--- config.mk ---
export PLATFORM = sky130hd
export DESIGN_NAME = doorbell_host_irq
export DESIGN_NICKNAME = d
export VERILOG_FILES = /design/src/rtl/doorbell_pkg.sv /design/src/rtl/doorbell_bit_cell.sv /design/src/rtl/doorbell_readback.sv /design/src/rtl/doorbell_host_irq.sv
export SDC_FILE = /design/constraint.sdc
export NUM_CORES = 1
export LEC_CHECK = 0
export ABC_AREA = 1
export CORE_UTILIZATION = 40
export CTS_CLUSTER_DIAMETER = 80
export DETAILED_ROUTE_END_ITERATION = 6
export GPL_TIMING_DRIVEN = 0
export PLACE_DENSITY = 0.79
export SYNTH_ARGS = -nofsm -noshare
export SYNTH_HDL_FRONTEND = slang
export SYNTH_HIERARCHICAL = 1
export SYNTH_SLANG_ARGS = --single-unit
--- constraint.sdc ---
create_clock -name clk -period 2.1 [get_ports clk]
set_clock_uncertainty 0.15 [all_clocks]
set_input_delay 0.525 -clock clk [delete_from_list [all_inputs] [get_ports clk]]
set_output_delay 0.525 -clock clk [all_outputs]
set_load 0.05 [all_outputs]
--- src/rtl/doorbell_pkg.sv ---
package doorbell_pkg;
  localparam int unsigned REG_W     = 32;
  localparam int unsigned NUM_LINES = 28;

  typedef enum logic {
    SEL_DOORBELL  = 1'b0,
    SEL_DIRECTION = 1'b1
  } reg_sel_e;
endpackage

--- src/rtl/doorbell_bit_cell.sv ---
module doorbell_bit_cell (
  input  logic clk,
  input  logic rst_n,
  input  logic set_i,
  input  logic ack_i,
  output logic pending_o
);
  logic pending_q;

  always_ff @(posedge clk or negedge rst_n) begin
    if (!rst_n)          pending_q <= 1'b0;
    else if (set_i)      pending_q <= 1'b1;
    else if (ack_i)      pending_q <= 1'b0;
  end

  assign pending_o = pending_q;

  AST_SET_WINS: assert property (@(posedge clk) disable iff (!rst_n) set_i |=> pending_o);
  AST_ACK_CLEARS: assert property (@(posedge clk) disable iff (!rst_n) (ack_i && !set_i) |=> !pending_o);
  AST_LEVEL_HOLDS: assert property (@(posedge clk) disable iff (!rst_n) (!set_i && !ack_i) |=> $stable(pending_o));
endmodule

--- src/rtl/doorbell_readback.sv ---
module doorbell_readback
  import doorbell_pkg::*;
#(
  parameter int unsigned W     = REG_W,
  parameter int unsigned LINES = NUM_LINES
) (
  input  logic             clk,
  input  logic             rst_n,
  input  logic             rd_en_i,
  input  logic             sel_i,
  input  logic [LINES-1:0] pending_i,
  output logic [W-1:0]     rd_data_o
);
  localparam int unsigned PAD = W - LINES;

  logic [W-1:0] pend_word;
  logic [W-1:0] dir_word;

  generate
    if (PAD > 0) begin : g_pad
      assign pend_word = {{PAD{1'b0}}, pending_i};
      assign dir_word  = {{PAD{1'b0}}, {LINES{1'b1}}};
    end else begin : g_nopad
      assign pend_word = pending_i;
      assign dir_word  = {LINES{1'b1}};
    end
  endgenerate

  always_ff @(posedge clk or negedge rst_n) begin
    if (!rst_n) rd_data_o <= '0;
    else if (rd_en_i) rd_data_o <= (sel_i == SEL_DIRECTION) ? dir_word : pend_word;
  end

  AST_RD_IDLE_HOLDS: assert property (@(posedge clk) disable iff (!rst_n) !rd_en_i |=> $stable(rd_data_o));
  AST_RD_SNAPSHOT: assert property (@(posedge clk) disable iff (!rst_n) (rd_en_i && sel_i == SEL_DOORBELL) |=> rd_data_o[LINES-1:0] == $past(pending_i));
endmodule

--- src/rtl/doorbell_host_irq.sv ---
module doorbell_host_irq
  import doorbell_pkg::*;
#(
  parameter int unsigned W     = REG_W,
  parameter int unsigned LINES = NUM_LINES
) (
  input  logic             clk,
  input  logic             rst_n,
  input  logic             reg_sel,
  input  logic             reg_wr_en,
  input  logic [W-1:0]     reg_wr_data,
  input  logic             reg_rd_en,
  output logic [W-1:0]     reg_rd_data,
  input  logic [LINES-1:0] irq_ack,
  output logic [LINES-1:0] irq_out
);
  logic             ring;
  logic [LINES-1:0] set_vec;
  logic [LINES-1:0] pending;

  assign ring    = reg_wr_en && (reg_sel == SEL_DOORBELL);
  assign set_vec = ring ? reg_wr_data[LINES-1:0] : '0;

  generate
    for (genvar i = 0; i < LINES; i++) begin : g_line
      doorbell_bit_cell u_cell (
        .clk       (clk),
        .rst_n     (rst_n),
        .set_i     (set_vec[i]),
        .ack_i     (irq_ack[i]),
        .pending_o (pending[i])
      );
    end
  endgenerate

  assign irq_out = pending;

  doorbell_readback #(.W(W), .LINES(LINES)) u_rdback (
    .clk       (clk),
    .rst_n     (rst_n),
    .rd_en_i   (reg_rd_en),
    .sel_i     (reg_sel),
    .pending_i (pending),
    .rd_data_o (reg_rd_data)
  );

  AST_DIR_WRITE_INERT: assert property (@(posedge clk) disable iff (!rst_n) (reg_wr_en && reg_sel == SEL_DIRECTION && irq_ack == '0) |=> $stable(irq_out));
  AST_ZERO_NO_WITHDRAW: assert property (@(posedge clk) disable iff (!rst_n) (irq_ack == '0) |=> ((irq_out & $past(irq_out)) == $past(irq_out)));
endmodule

==> summary.md, run 1 <==
| Metric | Value |
|---|---|
| Status | `finished, final reports clean` |
| Critical Path Sink Type | `primary output` |
| Synth Register Bits | `56` |
| Worst Path Arrival | `1250 ps` |
| Maximum VDD drop | `roughly 0.33 mV` |
| Slowest cell on crit path | `dlygate4sd2_1` |
| Initial antenna violation count | `0` |
| Final setup viols | `0` |
| CORE AREA | `between 6000 and 7000 um2` |
| Max Cap Violations | `0` |
| Hold Worst Slack | `between 50 and 60 ps` |
| Largest net degree at the start of global routing | `34` |
| Sequential area share after synthesis | `a little over half` |
| Count of warnings emitted by yosys | `6` |
| Startpoint Class | `register` |
| GRT Residual Overflow | `0` |
| Least-Margin Pin Slew | `between 500 and 600 ps` |
| Die area | `a little under 7000 um2` |
| Clk slew on worst S/H paths | `100 ps` |
| Count leader, synth | `nand2_1` |
| Fin. max-slew vios | `0` |
| Final net count | `about 520` |
| Total Wirelength | `around 5700 um` |
| Post-route clock period utilization | `about nine tenths` |
| RSZ-0062 raised after global routing | `no` |
| I/O Buffers | `around 120` |
| Yosys cell types | `15` |
| Post-CTS sizing | `between 50 and 60` |
| Ant. Diodes | `0` |
| First-pass GRT wire length | `around 10000 um` |
| R2R cell count | `2` |
| Post-CTS Setup Bufs | `0` |
| 1st-pass router iterations | `4` |
| DRC viols | `0` |
| Fin area | `slightly below 4000 um2` |
| CP top delay family | `buffers and inverters` |
| Worst-path fanout max | `3` |
| Uppermost layer routed | `met4` |
| Clock sink count | `56` |
| Ranking of synthesized cells by area | `dfrtp_1 (53%), nand2_1 (16%), inv_1 (12%), nor2_2 (4.3%), o21ai_1 (3.4%)` |
| CP Cell Sequence | `dlygate4sd2_1` |
| M1 wire length | `~2400 um` |
| Post-synth EDFFs | `0` |
| Vias in the first global route | `2200` |
| # IOs | `between 100 and 150` |
| DR iter-0 viols | `81` |
| Met3 wire len | `351 um` |
| Row Count | `29` |
| Post-synth top flop | `dfrtp_1` |
| HP Class | `input port to asynchronous set/reset pin` |
| DR WL met2 | `2970 um` |
| Crit-path max cell delay | `about 560 ps` |
| Area after DPL | `~3900 um2` |
| Post-synth top area share | `between 50% and 60%` |
| Crit Path Class | `register to primary output` |
| Post-synth top cells | `nand2_1 (112), inv_1 (85), dfrtp_1 (56), nor2_2 (18), o21ai_1 (18)` |
| Crit path time final | `between 1500 and 2000 ps` |
| Leak | `0.002249 uW` |
| DR WL/cell | `approximately 11 um` |
| Horiz. Die Dim | `between 80 and 90 um` |
| Final Hold Fails | `0` |
| Syn avg cell area | `slightly above 8 um2` |
| Vias per inst | `between 4 and 5` |
| Initial core utilization | `just over 40%` |
| WP data required | `between 1000 and 1500 ps` |
| Post-CTS Hold Fix Bufs | `0` |
| Total track usage | `between 10% and 20%` |
| Buffer and inverter count on the worst path | `1` |
| GPL Wtd Cong | `0.7835` |
| Design Power | `between 2000 and 3000 uW` |
| Total CTS buffers | `5` |
| Post-route insts no fill | `530` |
| Post-Place Cells | `between 500 and 600` |
| Layout cells sized above 1 | `10.38%` |
| Post-DP HPWL | `roughly 4500 um` |
| TritonCTS clock tree | `done` |
| Stages on worst setup path | `1` |
| Synth-to-Final Area Change | `49.38%` |
| Worst skew pair latency | `300 ps` |
| Cell area after synthesis | `~2600 um2` |
| Max_slew headroom | `between 60% and 70%` |
| Clock Path Buffers | `2` |
| Cell taking the most area after synthesis | `dfrtp_1` |
| Die height | `about 83 um` |
| Mapped Cells | `about 330` |
| Fmax | `518.9 MHz` |
| PwrDens | `slightly below 700 nW/um2` |
| Post-route ant nets | `0` |
| Vias | `2245` |
| H-tree levels | `2` |
| CTS Root Cell | `clkbuf_8` |
| Async SR Flop Fraction | `100.0%` |
==> per-stage QoR <==
stage	setup TNS (ps)	util, %	worst slack, ps
finish	0	61.69	172.7
global route	0	61.69	123.2
CTS	0	61.69	158.1
detailed placement	0	61.52	223.1
global placement	-73590	61.28	-1318
floorplan	0	-	796.7
==> metal layers <==
layer	track usage (%)	up-vias
met2	31.22	72
met1	21.77	1007
met4	4.232	0
li1	-	1159
met5	0	-
met3	4.374	7
==> worst paths after layout <==
path / start / to / slack (ps)
worst max-delay path: g_line[3].u_cell/pending_o / irq_out[3] / 170
worst min-delay path: rst_n / u_rdback/rd_data_o[9] / 50
worst max register to register: g_line[0].u_cell/pending_o / u_rdback/rd_data_o[0] / 1200
worst min register to register: u_rdback/rd_data_o[1] / u_rdback/rd_data_o[1] / 330
max in group asynchronous: rst_n / u_rdback/rd_data_o[23] / 1180
min in group clk: u_rdback/rd_data_o[1] / u_rdback/rd_data_o[1] / 330
==> final cells by class <==
cell class	count	area [um2]
Clock buffer	5	68.82
Clock inverter	2	12.51
Buffer	14	150.1
Tap cell	77	96.34
Multi-Input combinational cell	173	759.5
Fill cell	587	2432
Inverter	86	322.8
Timing Repair Buffer	117	1106
Sequential cell	56	1401
==> cell families after synthesis <==
kind of cell	share of synthesized area (%)
simple gates	22.76
buf+inv	18.03
flops	53.43
compound gates	5.630
other cells	0.1430
==> state kept, by name, indices dropped and copies added (netlist names) <==
name / cells
u_rdback/rd_data_o: 28
g_line.u_cell/pending_o: 28
==> cells in the final DEF (no fill, tap or decap), drive strengths merged <==
cell type and count:
nor2 28, dlygate4sd2 56, clkdlybuf4s50 59, clkbuf 5, dfrtp 56, clkinvlp 1
o21ai 28, buf 16, inv 86, nand2 113, clkinv 1, conb 4
==> report_power, final <==
part           internal [uW]  switching [uW]
Combinational            278             572
Sequential              1180            61.1
Clock                    227             335
Total                   1680             968
Note: power is estimated with default switching activity, not from simulation.
==> run 2: changes to the inputs <==
--- a/config.mk
+++ b/config.mk
@@ -6,11 +6,11 @@
 export NUM_CORES = 1
 export LEC_CHECK = 0
 export ABC_AREA = 1
-export CORE_UTILIZATION = 40
-export CTS_CLUSTER_DIAMETER = 80
+export CORE_UTILIZATION = 41
+export CTS_CLUSTER_DIAMETER = 200
 export DETAILED_ROUTE_END_ITERATION = 6
 export GPL_TIMING_DRIVEN = 0
-export PLACE_DENSITY = 0.79
+export PLACE_DENSITY = 0.8
 export SYNTH_ARGS = -nofsm -noshare
 export SYNTH_HDL_FRONTEND = slang
 export SYNTH_HIERARCHICAL = 1
==> constraint.sdc (replaced) <==
create_clock -name clk -period 2.15 [get_ports clk]
set_clock_uncertainty 0.15 [all_clocks]
set_input_delay 0.5375 -clock clk [delete_from_list [all_inputs] [get_ports clk]]
set_output_delay 0.5375 -clock clk [all_outputs]
set_load 0.05 [all_outputs]
==> summary.md, run 2 (synthesis results as in run 1) <==
| Metric | Value |
|---|---|
| Fin. max-slew vios | `0` |
| R2R cell count | `2` |
| FF-to-FF Start | `g_line[26].u_cell/pending_o` |
| H-tree levels | `2` |
| Max Cap Violations | `0` |
| GPL Wtd Cong | `roughly 0.77` |
| I/O Buffers | `116` |
| Die height | `slightly above 80 um` |
| CORE AREA | `6061 um2` |
| CP Cell Sequence | `dlygate4sd2_1` |
| Total CTS buffers | `5` |
| Total track usage | `a little under a fifth` |
| HP Class | `input port to asynchronous set/reset pin` |
| CTS Root Cell | `clkbuf_8` |
| PwrDens | `just under 700 nW/um2` |
| Clock Path Buffers | `2` |
| Crit Path Class | `register to primary output` |
| DR iter-0 viols | `between 40 and 50` |
| Status | `finished, final reports clean` |
| Crit-path max cell delay | `560 ps` |
| Post-DP HPWL | `4582 um` |
| Total Wirelength | `a little over 6000 um` |
| Worst-path fanout max | `3` |
| # IOs | `approximately 130` |
| Buffer and inverter count on the worst path | `1` |
| Setup ws final | `about 210 ps` |
| 1st-pass router iterations | `4` |
| Initial antenna violation count | `0` |
| Commonest non-fill, non-tap cells in the layout | `nand2_1 (112), inv_1 (85), clkdlybuf4s50_1 (59)` |
| DRC viols | `0` |
| Maximum VDD drop | `~0.40 mV` |
| Post-route clock period utilization | `between 90% and 100%` |
| Fin area | `a little under 4000 um2` |
| Horiz. Die Dim | `slightly above 80 um` |
| TritonCTS clock tree | `done` |
| GRT Residual Overflow | `0` |
| Max_slew headroom | `about three fifths` |
| Ant. Diodes | `0` |
| Total negative setup slack | `0 ps` |
| Layout cells sized above 1 | `about a tenth` |
| Final net count | `slightly above 500` |
| Least-Margin Pin Slew | `about 630 ps` |
| WP data required | `around 1500 ps` |
| Vias | `roughly 2300` |
| Clk slew on worst S/H paths | `around 100 ps` |
| R2r setup slk | `~1200 ps` |
| Initial core utilization | `between 40% and 50%` |
| Pre-CTS WS | `approximately 280 ps` |
| Largest net degree at the start of global routing | `31` |
| Vias in the first global route | `2174` |
| First-pass GRT wire length | `about 9500 um` |
| Leak | `around 0.0023 uW` |
| Leading cell type in the layout, fill and taps excluded | `nand2_1` |
| Clock sink count | `56` |
| Crit path time final | `around 1900 ps` |
| Post-route ant nets | `0` |
| Final setup viols | `0` |
| Synth-to-Final Area Change | `50.43%` |
| CP top delay family | `buffers and inverters` |
| Area after DPL | `3904 um2` |
| Slowest cell on crit path | `dlygate4sd2_1` |
| RSZ-0062 raised after global routing | `no` |
| Die area | `~6700 um2` |
| Post-CTS Hold Fix Bufs | `0` |
| Worst Path Arrival | `1250 ps` |
| DR WL/cell | `around 11 um` |
| Reg2reg end | `u_rdback/rd_data_o[26]` |
| Fmax | `slightly above 500 MHz` |
| Final core utilization | `between 60% and 70%` |
| Startpoint Class | `register` |
| Row Count | `28` |
| Vias per inst | `4.331` |
| Final Hold Fails | `0` |
| Critical Path Sink Type | `primary output` |
| Worst skew pair latency | `approximately 310 ps` |
run 2: final cells by class:
cell class,instances,area (um2)
Inverter,86,322.8
Clock buffer,5,68.82
Buffer,14,150.1
Clock inverter,3,42.54
Fill cell,557,2116
Tap cell,75,93.84
Sequential cell,56,1401
Timing Repair Buffer,117,1106
Multi-Input combinational cell,173,759.5
run 2: worst max path at each step:
stage | from | endpoint | slack (ps) | cells after the start
floorplan | g_line[11].u_cell/pending_o | irq_out[11] | 830 | 0
global placement | rst_n | g_line[13].u_cell/pending_o | -1280 | 1
detailed placement | g_line[14].u_cell/pending_o | irq_out[14] | 280 | 1
CTS | g_line[19].u_cell/pending_o | irq_out[19] | 190 | 1
global route | g_line[19].u_cell/pending_o | irq_out[19] | 160 | 1
finish | g_line[19].u_cell/pending_o | irq_out[19] | 210 | 1
run 2: where the power goes:
group | switching [uW] | leakage, uW | internal, uW | total (uW)
sequential | 60.2 | 0.000696 | 1150 | 1210
combinational | 562 | 0.00151 | 271 | 833
clock | 335 | 0.0000541 | 345 | 680
total | 957 | 0.00226 | 1770 | 2720
run 2: stage by stage:
step,instances,hold slack (ps),total power (uW)
floorplan,329,91.91,1758
global placement,520,311.4,2123
detailed placement,521,314.3,2142
CTS,529,97.06,2758
global route,529,122.1,2850
finish,529,81.66,2722
run 2: what timing repair did:
| action | in CTS | in global routing |
|---|---|---|
| endpoints found under the setup margin | 56 | 0 |
| gates resized for setup | 56 | 0 |
| setup buffers | 0 | 0 |
run 2: metal layers:
| metal | routed length [um] | GRT usage, % | part of all wire (%) |
|---|---|---|---|
| met2 | 3026 | 34.55 | 50 |
| met1 | 2394 | 19.99 | 39 |
| met3 | 544 | 7.111 | 9.0 |
| met5 | 0 | 0 | 0 |
| met4 | 95 | 6.491 | 1.6 |
